==> config.mk <==
export PLATFORM = sky130hd
export DESIGN_NAME = sgdma_engine
export DESIGN_NICKNAME = d
export VERILOG_FILES = /design/src/rtl/sgdma_pkg.sv /design/src/rtl/sgdma_regs.sv /design/src/rtl/sgdma_walker.sv /design/src/rtl/sgdma_engine.sv
export SDC_FILE = /design/constraint.sdc
export NUM_CORES = 1
export LEC_CHECK = 0
export BUFFER_PORTS_ARGS = -buffer_cell sky130_fd_sc_hd__clkbuf_2
export CAP_MARGIN = 20
export CORE_MARGIN = 4
export CORE_UTILIZATION = 58
export DETAILED_ROUTE_END_ITERATION = 8
export PLACE_DENSITY_LB_ADDON = 0.05
export SYNTH_ARGS = -nofsm -noshare
export SYNTH_HDL_FRONTEND = slang
export SYNTH_HIERARCHICAL = 1
export SYNTH_SLANG_ARGS = --single-unit
==> constraint.sdc <==
create_clock -name clk -period 3.5 [get_ports clk]
set_input_delay 0.35 -clock clk [delete_from_list [all_inputs] [get_ports clk]]
set_output_delay 0.35 -clock clk [all_outputs]
set_load 0.05 [all_outputs]
==> src/rtl/sgdma_pkg.sv <==
package sgdma_pkg;
  localparam int BUS_W      = 32;
  localparam int DESC_CNT_W = 16;
  localparam int LAST_BIT   = 31;

  localparam logic [2:0] OFS_CMD  = 3'd0;
  localparam logic [2:0] OFS_STAT = 3'd2;
  localparam logic [2:0] OFS_PTR  = 3'd4;

  localparam int CMD_RUN  = 0;
  localparam int CMD_DIR  = 3;
  localparam int ST_ACT   = 0;
  localparam int ST_ERR   = 1;
  localparam int ST_IRQ   = 2;
  localparam int ST_SPLX  = 7;

  typedef enum logic [2:0] {
    S_IDLE, S_FETCH_A, S_FETCH_B, S_DEV_IN, S_MEM_WR, S_MEM_RD, S_DEV_OUT, S_TAIL
  } walk_state_t;
endpackage

==> src/rtl/sgdma_regs.sv <==
module sgdma_regs
  import sgdma_pkg::*;
#(
  parameter int ADDR_W  = 32,
  parameter bit SIMPLEX = 1'b0
) (
  input  logic              clk,
  input  logic              rst,
  input  logic              reg_wr,
  input  logic [2:0]        reg_addr,
  input  logic [BUS_W-1:0]  reg_wdata,
  input  logic              busy,
  input  logic              fin_ok,
  input  logic              fin_err,
  output logic              go,
  output logic              halt,
  output logic              go_dir,
  output logic [ADDR_W-1:0] tbl_base,
  output logic              flag_irq,
  output logic              flag_err,
  output logic [BUS_W-1:0]  reg_rdata
);
  logic              run_q, dir_q;
  logic [ADDR_W-3:0] base_q;
  logic              wr_cmd, wr_stat, wr_ptr;
  logic [7:0]        stat_byte, cmd_byte;

  assign wr_cmd  = reg_wr && (reg_addr == OFS_CMD);
  assign wr_stat = reg_wr && (reg_addr == OFS_STAT);
  assign wr_ptr  = reg_wr && (reg_addr == OFS_PTR);

  // start and abort are edges of the run bit
  assign go       = wr_cmd &&  reg_wdata[CMD_RUN] && !run_q;
  assign halt     = wr_cmd && !reg_wdata[CMD_RUN] &&  run_q;
  assign go_dir   = reg_wdata[CMD_DIR];
  assign tbl_base = {base_q, 2'b00};

  always_ff @(posedge clk) begin
    if (rst) begin
      run_q    <= 1'b0;
      dir_q    <= 1'b0;
      base_q   <= '0;
      flag_irq <= 1'b0;
      flag_err <= 1'b0;
    end else begin
      if (wr_cmd) begin
        run_q <= reg_wdata[CMD_RUN];
        dir_q <= reg_wdata[CMD_DIR];
      end
      if (wr_ptr) base_q <= reg_wdata[ADDR_W-1:2];
      // a new event wins over a simultaneous acknowledge
      flag_irq <= fin_ok  | (flag_irq & ~(wr_stat & reg_wdata[ST_IRQ]));
      flag_err <= fin_err | (flag_err & ~(wr_stat & reg_wdata[ST_ERR]));
    end
  end

  always_comb begin
    cmd_byte          = '0;
    cmd_byte[CMD_RUN] = run_q;
    cmd_byte[CMD_DIR] = dir_q;
    stat_byte          = '0;
    stat_byte[ST_ACT]  = busy;
    stat_byte[ST_ERR]  = flag_err;
    stat_byte[ST_IRQ]  = flag_irq;
    stat_byte[ST_SPLX] = SIMPLEX;
  end

  always_ff @(posedge clk) begin
    if (rst) reg_rdata <= '0;
    else begin
      case (reg_addr)
        OFS_CMD:  reg_rdata <= BUS_W'(cmd_byte);
        OFS_STAT: reg_rdata <= BUS_W'(stat_byte);
        OFS_PTR:  reg_rdata <= BUS_W'(tbl_base);
        default:  reg_rdata <= '0;
      endcase
    end
  end
endmodule

==> src/rtl/sgdma_walker.sv <==
module sgdma_walker
  import sgdma_pkg::*;
#(
  parameter int ADDR_W   = 32,
  parameter int WORD_W   = 16,
  parameter int IRQ_WAIT = 64
) (
  input  logic              clk,
  input  logic              rst,
  input  logic              go,
  input  logic              halt,
  input  logic              go_dir,
  input  logic [ADDR_W-1:0] tbl_base,
  input  logic              mem_ack,
  input  logic [BUS_W-1:0]  mem_rdata,
  input  logic              dev_rd_valid,
  input  logic [WORD_W-1:0] dev_rd_data,
  input  logic              dev_wr_ready,
  input  logic              dev_irq,
  output logic              mem_req,
  output logic              mem_we,
  output logic              mem_half,
  output logic [ADDR_W-1:0] mem_addr,
  output logic [BUS_W-1:0]  mem_wdata,
  output logic              dev_rd_ready,
  output logic              dev_wr_valid,
  output logic [WORD_W-1:0] dev_wr_data,
  output logic              busy,
  output logic              fin_ok,
  output logic              fin_err
);
  localparam int STEP  = WORD_W / 8;
  localparam int CNT_W = DESC_CNT_W + 1;
  localparam int TMR_W = $clog2(IRQ_WAIT + 1);
  localparam logic [CNT_W-1:0] FULL_CNT = CNT_W'(1) << DESC_CNT_W;

  walk_state_t       st;
  logic [ADDR_W-1:0] dptr, baddr;
  logic [CNT_W-1:0]  left;
  logic              last_d, dir_q;
  logic [TMR_W-1:0]  tmr;
  logic              early_irq, step_done, region_end;
  logic              unused_rsvd;

  assign busy        = (st != S_IDLE);
  assign early_irq   = dev_irq && (st != S_IDLE) && (st != S_TAIL);
  assign step_done   = (st == S_MEM_WR) ? mem_ack : dev_wr_ready;
  assign region_end  = (left <= CNT_W'(STEP));
  assign unused_rsvd = ^mem_rdata[LAST_BIT-1:DESC_CNT_W];

  always_ff @(posedge clk) begin
    if (rst) begin
      st           <= S_IDLE;
      dptr         <= '0;
      baddr        <= '0;
      left         <= '0;
      last_d       <= 1'b0;
      dir_q        <= 1'b0;
      tmr          <= '0;
      mem_req      <= 1'b0;
      mem_we       <= 1'b0;
      mem_half     <= 1'b0;
      mem_addr     <= '0;
      mem_wdata    <= '0;
      dev_rd_ready <= 1'b0;
      dev_wr_valid <= 1'b0;
      dev_wr_data  <= '0;
      fin_ok       <= 1'b0;
      fin_err      <= 1'b0;
    end else begin
      fin_ok  <= 1'b0;
      fin_err <= 1'b0;
      if (halt || early_irq) begin
        st           <= S_IDLE;
        mem_req      <= 1'b0;
        dev_rd_ready <= 1'b0;
        dev_wr_valid <= 1'b0;
        fin_err      <= early_irq && !halt;
      end else begin
        case (st)
          S_IDLE: if (go) begin
            dptr     <= tbl_base;
            dir_q    <= go_dir;
            mem_req  <= 1'b1;
            mem_we   <= 1'b0;
            mem_half <= 1'b0;
            mem_addr <= tbl_base;
            st       <= S_FETCH_A;
          end
          S_FETCH_A: if (mem_ack) begin
            baddr    <= mem_rdata[ADDR_W-1:0];
            mem_addr <= dptr + ADDR_W'(4);
            st       <= S_FETCH_B;
          end
          S_FETCH_B: if (mem_ack) begin
            left   <= (mem_rdata[DESC_CNT_W-1:0] == '0) ? FULL_CNT
                                                         : CNT_W'(mem_rdata[DESC_CNT_W-1:0]);
            last_d <= mem_rdata[LAST_BIT];
            dptr   <= dptr + ADDR_W'(8);
            if (dir_q) begin
              mem_req      <= 1'b0;
              dev_rd_ready <= 1'b1;
              st           <= S_DEV_IN;
            end else begin
              mem_half <= 1'b1;
              mem_addr <= baddr;
              st       <= S_MEM_RD;
            end
          end
          S_DEV_IN: if (dev_rd_valid) begin
            dev_rd_ready <= 1'b0;
            mem_req      <= 1'b1;
            mem_we       <= 1'b1;
            mem_half     <= 1'b1;
            mem_addr     <= baddr;
            mem_wdata    <= BUS_W'(dev_rd_data);
            st           <= S_MEM_WR;
          end
          S_MEM_RD: if (mem_ack) begin
            mem_req      <= 1'b0;
            dev_wr_data  <= mem_rdata[WORD_W-1:0];
            dev_wr_valid <= 1'b1;
            st           <= S_DEV_OUT;
          end
          S_MEM_WR, S_DEV_OUT: if (step_done) begin
            mem_req      <= 1'b0;
            mem_we       <= 1'b0;
            dev_wr_valid <= 1'b0;
            baddr        <= baddr + ADDR_W'(STEP);
            left         <= left - CNT_W'(STEP);
            if (region_end) begin
              if (last_d) begin
                tmr <= '0;
                st  <= S_TAIL;
              end else begin
                mem_req  <= 1'b1;
                mem_half <= 1'b0;
                mem_addr <= dptr;
                st       <= S_FETCH_A;
              end
            end else if (dir_q) begin
              dev_rd_ready <= 1'b1;
              st           <= S_DEV_IN;
            end else begin
              mem_req  <= 1'b1;
              mem_half <= 1'b1;
              mem_addr <= baddr + ADDR_W'(STEP);
              st       <= S_MEM_RD;
            end
          end
          S_TAIL: begin
            if (dev_irq) begin
              fin_ok <= 1'b1;
              st     <= S_IDLE;
            end else if (tmr == TMR_W'(IRQ_WAIT - 1)) begin
              fin_err <= 1'b1;
              st      <= S_IDLE;
            end else begin
              tmr <= tmr + TMR_W'(1);
            end
          end
          default: st <= S_IDLE;
        endcase
      end
    end
  end
endmodule

==> src/rtl/sgdma_engine.sv <==
module sgdma_engine
  import sgdma_pkg::*;
#(
  parameter int ADDR_W   = 32,
  parameter int WORD_W   = 16,
  parameter int IRQ_WAIT = 64,
  parameter bit SIMPLEX  = 1'b0
) (
  input  logic              clk,
  input  logic              rst,
  input  logic              reg_wr,
  input  logic [2:0]        reg_addr,
  input  logic [31:0]       reg_wdata,
  output logic [31:0]       reg_rdata,
  output logic              mem_req,
  output logic              mem_we,
  output logic              mem_half,
  output logic [ADDR_W-1:0] mem_addr,
  output logic [31:0]       mem_wdata,
  input  logic              mem_ack,
  input  logic [31:0]       mem_rdata,
  input  logic              dev_rd_valid,
  input  logic [WORD_W-1:0] dev_rd_data,
  output logic              dev_rd_ready,
  output logic              dev_wr_valid,
  output logic [WORD_W-1:0] dev_wr_data,
  input  logic              dev_wr_ready,
  input  logic              dev_irq
);
  logic              go, halt, go_dir, busy, fin_ok, fin_err, flag_irq, flag_err;
  logic [ADDR_W-1:0] tbl_base;

  sgdma_regs #(.ADDR_W(ADDR_W), .SIMPLEX(SIMPLEX)) u_regs (
    .clk(clk), .rst(rst), .reg_wr(reg_wr), .reg_addr(reg_addr), .reg_wdata(reg_wdata),
    .busy(busy), .fin_ok(fin_ok), .fin_err(fin_err), .go(go), .halt(halt),
    .go_dir(go_dir), .tbl_base(tbl_base), .flag_irq(flag_irq), .flag_err(flag_err),
    .reg_rdata(reg_rdata)
  );

  sgdma_walker #(.ADDR_W(ADDR_W), .WORD_W(WORD_W), .IRQ_WAIT(IRQ_WAIT)) u_walk (
    .clk(clk), .rst(rst), .go(go), .halt(halt), .go_dir(go_dir), .tbl_base(tbl_base),
    .mem_ack(mem_ack), .mem_rdata(mem_rdata), .dev_rd_valid(dev_rd_valid),
    .dev_rd_data(dev_rd_data), .dev_wr_ready(dev_wr_ready), .dev_irq(dev_irq),
    .mem_req(mem_req), .mem_we(mem_we), .mem_half(mem_half), .mem_addr(mem_addr),
    .mem_wdata(mem_wdata), .dev_rd_ready(dev_rd_ready), .dev_wr_valid(dev_wr_valid),
    .dev_wr_data(dev_wr_data), .busy(busy), .fin_ok(fin_ok), .fin_err(fin_err)
  );
endmodule

[Word-level counts from Yosys, hierarchy flattened]
Index checks and enable logic that the tools add are counted.
Cells by class
  divide/modulo/power cells: 0
  multipliers: 0
  bitwise operators: 10
  $lt $le $gt $ge: 1
  multiplexer cells: 71
  equal/unequal tests: 27
  reductions and logical operators: 46
  $add $sub $neg: 5
  shift-type cells: 0
Operators by type and width (count)
  two-way mux 32 bit: 12
  one-hot mux 32 bit (5 select lines): 1
  one-hot mux 32 bit (2 select lines): 2
  one-hot mux 32 bit (3 select lines): 1
  two-way mux 17 bit: 3
  two-way mux 7 bit: 5
  one-hot mux 17 bit (2 select lines): 1
  two-way mux 3 bit: 11
  adder 32 x 2 -> 32 bit (second input constant): 1
  adder 32 x 3 -> 32 bit (second input constant): 1
  adder 32 x 4 -> 32 bit (second input constant): 1
  two-way mux 1 bit: 28
  AND reduction 7 bit: 4
  one-hot mux 3 bit (7 select lines): 1
  != test 2 bit (second input constant): 9
  less-or-equal comparator 17 x 2 -> 1 bit (second input constant): 1
  subtractor 17 x 2 -> 17 bit (second input constant): 1
  logical NOT 16 bit: 1
  equality test 3 bit (second input constant): 5
  AND reduction 3 bit: 5
  one-hot mux 7 bit (2 select lines): 1
  AND reduction 4 bit: 3
  logical AND 1 bit: 10
  AND reduction 10 bit: 1
  other kinds (24): 51
Storage, ports and cells
  bits in writable memories: 0
  input bits: 90
  memories kept: 0
  ROM bits: 0
  bits in latches: 0
  logic and storage cells: 183
  output and inout bits: 117
  bits in registers: 230

[Longest topological paths before layout]
  depth after elaboration: 7
  gate-level depth with buffers: 12

[Modules after synthesis]
The synthesis kept the hierarchy.
By module, submodules not included
  sgdma_walker: cells an instance 1431, instances 1, area an instance 10646.5 µm²
  sgdma_regs: cells an instance 230, instances 1, area an instance 2507.4 µm²

[Worst setup path before layout]
Ideal clock, no wire load.
  path type: input -> register
  start: input port reg_addr[1]
  end: register u_walk.dptr[11]
  stages on the path: 11
  setup slack: 0.698 ns
  setup time: 0.128 ns
  path buffers: 4
  data arrival time: 2.674 ns
  cells stage by stage: buf_2 -> or4b_4 -> buf_6 -> nor3b_2 -> nor4b_2 -> or2_2 -> clkbuf_1 -> buf_2 -> o21ai_0 -> a2bb2oi_1 -> nor2_1
RTL lines
  start, declared: RTL line sgdma_engine.sv:12  | input logic [2:0] reg_addr,
  logical NOT 3 bit: RTL line sgdma_regs.sv:28  | assign wr_cmd = reg_wr && (reg_addr == OFS_CMD);
  logical AND 1 bit: RTL line sgdma_regs.sv:28
  logical AND 1 bit (2 in a row): RTL line sgdma_regs.sv:33  | assign go = wr_cmd && reg_wdata[CMD_RUN] && !run_q;
  via go: RTL line sgdma_engine.sv:30  | logic go, halt, go_dir, busy, fin_ok, fin_err, flag_irq, flag_err;
  != test 2 bit (no source line)
  AND reduction 4 bit (no source line)
  end signal, assigned: RTL line sgdma_walker.sv:82  | dptr <= tbl_base;
  end signal, assigned: RTL line sgdma_walker.sv:99  | dptr <= dptr + ADDR_W'(8);
  end, declared: RTL line sgdma_walker.sv:38  | logic [ADDR_W-1:0] dptr, baddr;
The timed path passes the listed nets, and every way through them passes these cells.
A chain may end at the register's enable or synchronous reset.

[Worst setup path after layout]
  start: register u_walk.dptr[3]
  end: register u_walk.mem_addr[22]
Between the ends
  cells in the longest elaborated chain, start to end: 3
RTL lines
  adder 32 x 3 -> 32 bit: RTL line sgdma_walker.sv:92  | mem_addr <= dptr + ADDR_W'(4);
  two-way mux 32 bit: RTL line sgdma_walker.sv:90  | S_FETCH_A: if (mem_ack) begin
  one-hot mux 32 bit (5 select lines): RTL line sgdma_walker.sv:80  | case (st)
  end signal, assigned: RTL line sgdma_walker.sv:87  | mem_addr <= tbl_base;
  end signal, assigned: RTL line sgdma_walker.sv:92
  end signal, assigned: RTL line sgdma_walker.sv:106  | mem_addr <= baddr;
  end, declared: RTL line sgdma_walker.sv:23  | output logic [ADDR_W-1:0] mem_addr,
No other way between the ends. The select of a mux whose other input is x is not followed.

==> run summary <==
SYNTH
----------------------------------------------------------------------------------------
Sequential element share of the synthesized area                                   0.350
Post-Synthesis Cell Area                                                       13200 µm²
Share of async-settable or async-resettable flops after synthesis                      0
Yosys reg bits                                                                       230
Post-synth EDFFs                                                                       0
Number of cells produced by synthesis                                               1661
Number of warning messages in the yosys log                                            6
Count of distinct cell types in the synthesized netlist                               84
Mean instance size in the synthesized netlist                                   7.92 µm²
Most instantiated flip-flop cell in the synthesis netlist                   sky130_fd_sc_hd__dfxtp_1

STA
----------------------------------------------------------------------------------------
Sum of negative setup slack                                                         0 ns
Worst-margin pin slew                                                            1.08 ns
Count of pins over their slew limit                                                    0
Fin. Hold Viols                                                                        0
Unrepaired setup endpoints after global routing                                    false
Final setup fails                                                                      0
Max-Slew Margin vs Limit                                                           0.275
Final worst clock skew                                                         0.0221 ns
Final cycle utilization of the critical path                                       0.791
Final critical-path required period                                              2.77 ns
Fmax achieved                                                                  0.361 GHz

WORST SETUP PATH
----------------------------------------------------------------------------------------
Top fanout value on the critical path                                                  8
Number of cell instances on the worst register-to-register path                        7
Data required, critical path                                                     3.91 ns
Critical path data arrival time                                                  3.18 ns
Startpoint type of the worst setup path                                             flop
Worst setup slack for register-to-register paths                                 0.73 ns
Sort of element at the end of the critical path                                     flop
Worst setup path class                                                      flop to flop

DRT
----------------------------------------------------------------------------------------
Number of search-and-repair iterations in the first detailed-routing pass              6
Number of vias per cell after detailed routing                                      6.43
Iteration-0 DRC Markers                                                             1756
DRC                                                                                    0
Total via count in the routed design                                               13418
Post-DRT Antenna Nets                                                                  0
Average routed wire per standard cell                                            20.8 µm
Total wirelength of the detailed-routed design                                  43400 µm

GRT
----------------------------------------------------------------------------------------
Busiest metal layer after global routing                                            met2
GR Util met2                                                                       0.492
Global-route met1 utilization                                                      0.487
Global route overflow                                                                  0
Met3 usage in global routing                                                      0.0631
Global-route total usage across every layer                                        0.331
First-pass GRT wire length                                                      67200 µm
Vias in the first global route                                                     11896
Antenna violations before repair                                                       1
Pin count of the biggest net entering global routing                                  80

FINAL LAYOUT
----------------------------------------------------------------------------------------
Register area                                                                   4600 µm²
Net count reported at finish                                                        1883
Synthesis-to-finish area growth                                                    14.8%
Multi-input logic area                                                          7790 µm²
Layout cells sized above 1                                                         0.183
Antenna diode instance count                                                           0
FILL cells                                                                          1905

PWR
----------------------------------------------------------------------------------------
Peak supply drop                                                                  493 µV
Internal                                                                       0.00606 W
Pwr dens                                                                      714 nW/µm²
Combinational group share of total power                                           0.438
Switching power as a share of total power                                          0.438
Net switching power figure                                                     0.00473 W
Share of total power in the clock network                                          0.263
Static Leak                                                                      5.58 nW
Register share of total power                                                      0.299
Total power consumption of the routed design                                    0.0108 W

DIE
----------------------------------------------------------------------------------------
Starting Density                                                                   0.595
Top-level port count                                                                 207
Core Footprint                                                                 22100 µm²
Die span in x                                                                     159 µm
Height of the die                                                                 159 µm
Total die area                                                                 25200 µm²
Cell Rows                                                                             54

CLOCKING
----------------------------------------------------------------------------------------
Total clock buffers created by CTS                                                    25
Source-to-sink clock delay at the later pin of the worst-skew pair               0.55 ns
Total clock sinks                                                                    230
Maximum count of clock buffers along a single path                                     3
CTS tree                                                                             yes
Root cell of the clock tree                                                 sky130_fd_sc_hd__clkbuf_16
Clock transition at the registers of the reported paths                          0.07 ns
Number of gates given a new drive strength after cts                                   0
H-tree depth                                                                           1
Hold buffer count at CTS                                                               1
Number of setup buffers added after CTS                                                0

PLACEMENT
----------------------------------------------------------------------------------------
Final weighted congestion of routability-driven global placement                   0.973
Post-detailed-placement half-perimeter wirelength                               31300 µm
Buffers added on ports                                                               190

JOB
----------------------------------------------------------------------------------------
# Max-Cap Violations                                                                   0

MIN PATH
----------------------------------------------------------------------------------------
Path class of the lowest-slack min-delay path                               input pin to flop
Number of instances on the worst hold path                                             2

RUN STATUS
----------------------------------------------------------------------------------------
Status                                                                         completed

-- layout by cell type (no fill, tap or decap), drive strengths merged, types with 53 or more instances in the layout --
cell | synthesis | layout
nor3 | 54 | 54
o21ai | 110 | 110
dfxtp | 230 | 230
mux2i | 75 | 75
nand3 | 56 | 56
a21oi | 105 | 105
nand2b | 72 | 72
nor2 | 180 | 180
clkbuf | 101 | 221
buf | 58 | 53
nand2 | 130 | 130
-- synthesized netlist by cell type (8+ instances only) --
cell type,count,area share
sky130_fd_sc_hd__o21ai_0,106,0.040
sky130_fd_sc_hd__mux2i_1,75,0.057
sky130_fd_sc_hd__and2_1,35,0.017
sky130_fd_sc_hd__o22ai_1,23,0.011
sky130_fd_sc_hd__nor2_1,179,0.051
sky130_fd_sc_hd__inv_1,30,0.0086
sky130_fd_sc_hd__nand2b_1,72,0.034
sky130_fd_sc_hd__a211oi_1,26,0.015
sky130_fd_sc_hd__a221oi_1,8,0.0053
sky130_fd_sc_hd__o32ai_1,9,0.0060
sky130_fd_sc_hd__buf_2,28,0.011
sky130_fd_sc_hd__a311oi_1,13,0.0087
sky130_fd_sc_hd__mux2_2,8,0.0068
sky130_fd_sc_hd__nor4_1,29,0.014
sky130_fd_sc_hd__buf_4,24,0.014
sky130_fd_sc_hd__nand3_1,56,0.021
sky130_fd_sc_hd__and3_1,11,0.0052
sky130_fd_sc_hd__a31oi_1,13,0.0062
sky130_fd_sc_hd__a21o_1,8,0.0046
sky130_fd_sc_hd__a22oi_1,30,0.017
sky130_fd_sc_hd__xnor2_1,22,0.015
sky130_fd_sc_hd__o41ai_1,9,0.0060
sky130_fd_sc_hd__clkbuf_1,101,0.029
sky130_fd_sc_hd__o211ai_1,10,0.0057
sky130_fd_sc_hd__xor2_1,18,0.012
sky130_fd_sc_hd__dfxtp_1,230,0.35
sky130_fd_sc_hd__nand4_1,26,0.012
sky130_fd_sc_hd__nor3_1,51,0.019
sky130_fd_sc_hd__a21oi_1,105,0.040
sky130_fd_sc_hd__nand2_1,130,0.037
sky130_fd_sc_hd__o31ai_1,21,0.012
sky130_fd_sc_hd__or3_1,10,0.0048
-- registers in the layout, indices dropped and copies added, names as in the netlist, 16 cells and up --
signal / flops
u_walk/dev_wr_data: 16
u_walk/mem_wdata: 16
u_regs/reg_rdata: 32
u_walk/dptr: 32
u_walk/baddr: 32
u_walk/mem_addr: 32
u_regs/base_q: 30
u_walk/left: 17
-- routing by layer --
layer  part of all wire  wire (µm)
met5            0.00016          7
met4              0.033       1430
met2               0.43      18600
met1               0.43      18700
met3               0.11       4630
-- power groups by stage --
stage	Clock [W]	Sequential, W	Combinational, W
6_report	0.00284	0.00322	0.00472
3_5_place_dp	0	0.00326	0.00456
3_3_place_gp	0	0.00326	0.00453
4_1_cts	0.00288	0.00321	0.00458
5_1_grt	0.00298	0.00325	0.00504
2_1_floorplan	0	0.00362	0.00278
-- area by class of cell --
| class | instances | share of cell area |
|---|---|---|
| multi-input cells | 1257 | 0.516 |
| inverters | 31 | 0.00770 |
| clock inverters | 14 | 0.0135 |
| flip-flops and latches | 230 | 0.305 |
| clock buffers | 32 | 0.0451 |
| well taps | 280 | 0.0232 |
| repair buffers | 243 | 0.0899 |
-- through the flow --
step	area [µm²]	setup WS [ns]	hold slack, ns	cells	utilization
3_3_place_gp	14200	0.667	0.454	2040	0.643
3_5_place_dp	14200	0.587	0.466	2040	0.643
6_report	15100	0.731	0.0246	2087	0.684
5_1_grt	15100	0.554	0.0284	2087	0.684
4_1_cts	15100	0.786	0.00921	2087	0.684
2_1_floorplan	13200	0.698	0.425	1677	-
-- cell families (layout without fill, tap and decap cells) --
logic type | count (synthesis) | count (layout) | share of synthesized area
muxes | 83 | 83 | 0.0639
other | 2 | 18 | 0.000571
buffers and inverters | 190 | 320 | 0.0654
AOI/OAI and AO/OA | 461 | 461 | 0.233
adders and majority gates | 5 | 5 | 0.00476
xor gates and xnor gates | 40 | 40 | 0.0266
DFF | 230 | 230 | 0.350
and+or+nand+nor | 650 | 650 | 0.256
-- final timing paths --
check / from / to
max: u_walk/dptr[3] / u_walk/mem_addr[22]
min: reg_wdata[2] / u_regs/flag_irq
min reg2reg: u_walk/mem_addr[7] / u_walk/mem_addr[7]
max reg2reg: u_walk/dptr[3] / u_walk/mem_addr[22]
-- critical path: stages (launching register included) --
cell and delay (ns):
sky130_fd_sc_hd__dfxtp_1 0.48, sky130_fd_sc_hd__ha_1 0.24, sky130_fd_sc_hd__nand3_1 0.22, sky130_fd_sc_hd__or4_1 0.80, sky130_fd_sc_hd__o211ai_1 0.25, sky130_fd_sc_hd__nand2_1 0.09
sky130_fd_sc_hd__nor3_1 0.40, sky130_fd_sc_hd__o31ai_1 0.15
Note: power is estimated with default switching activity, not from simulation.
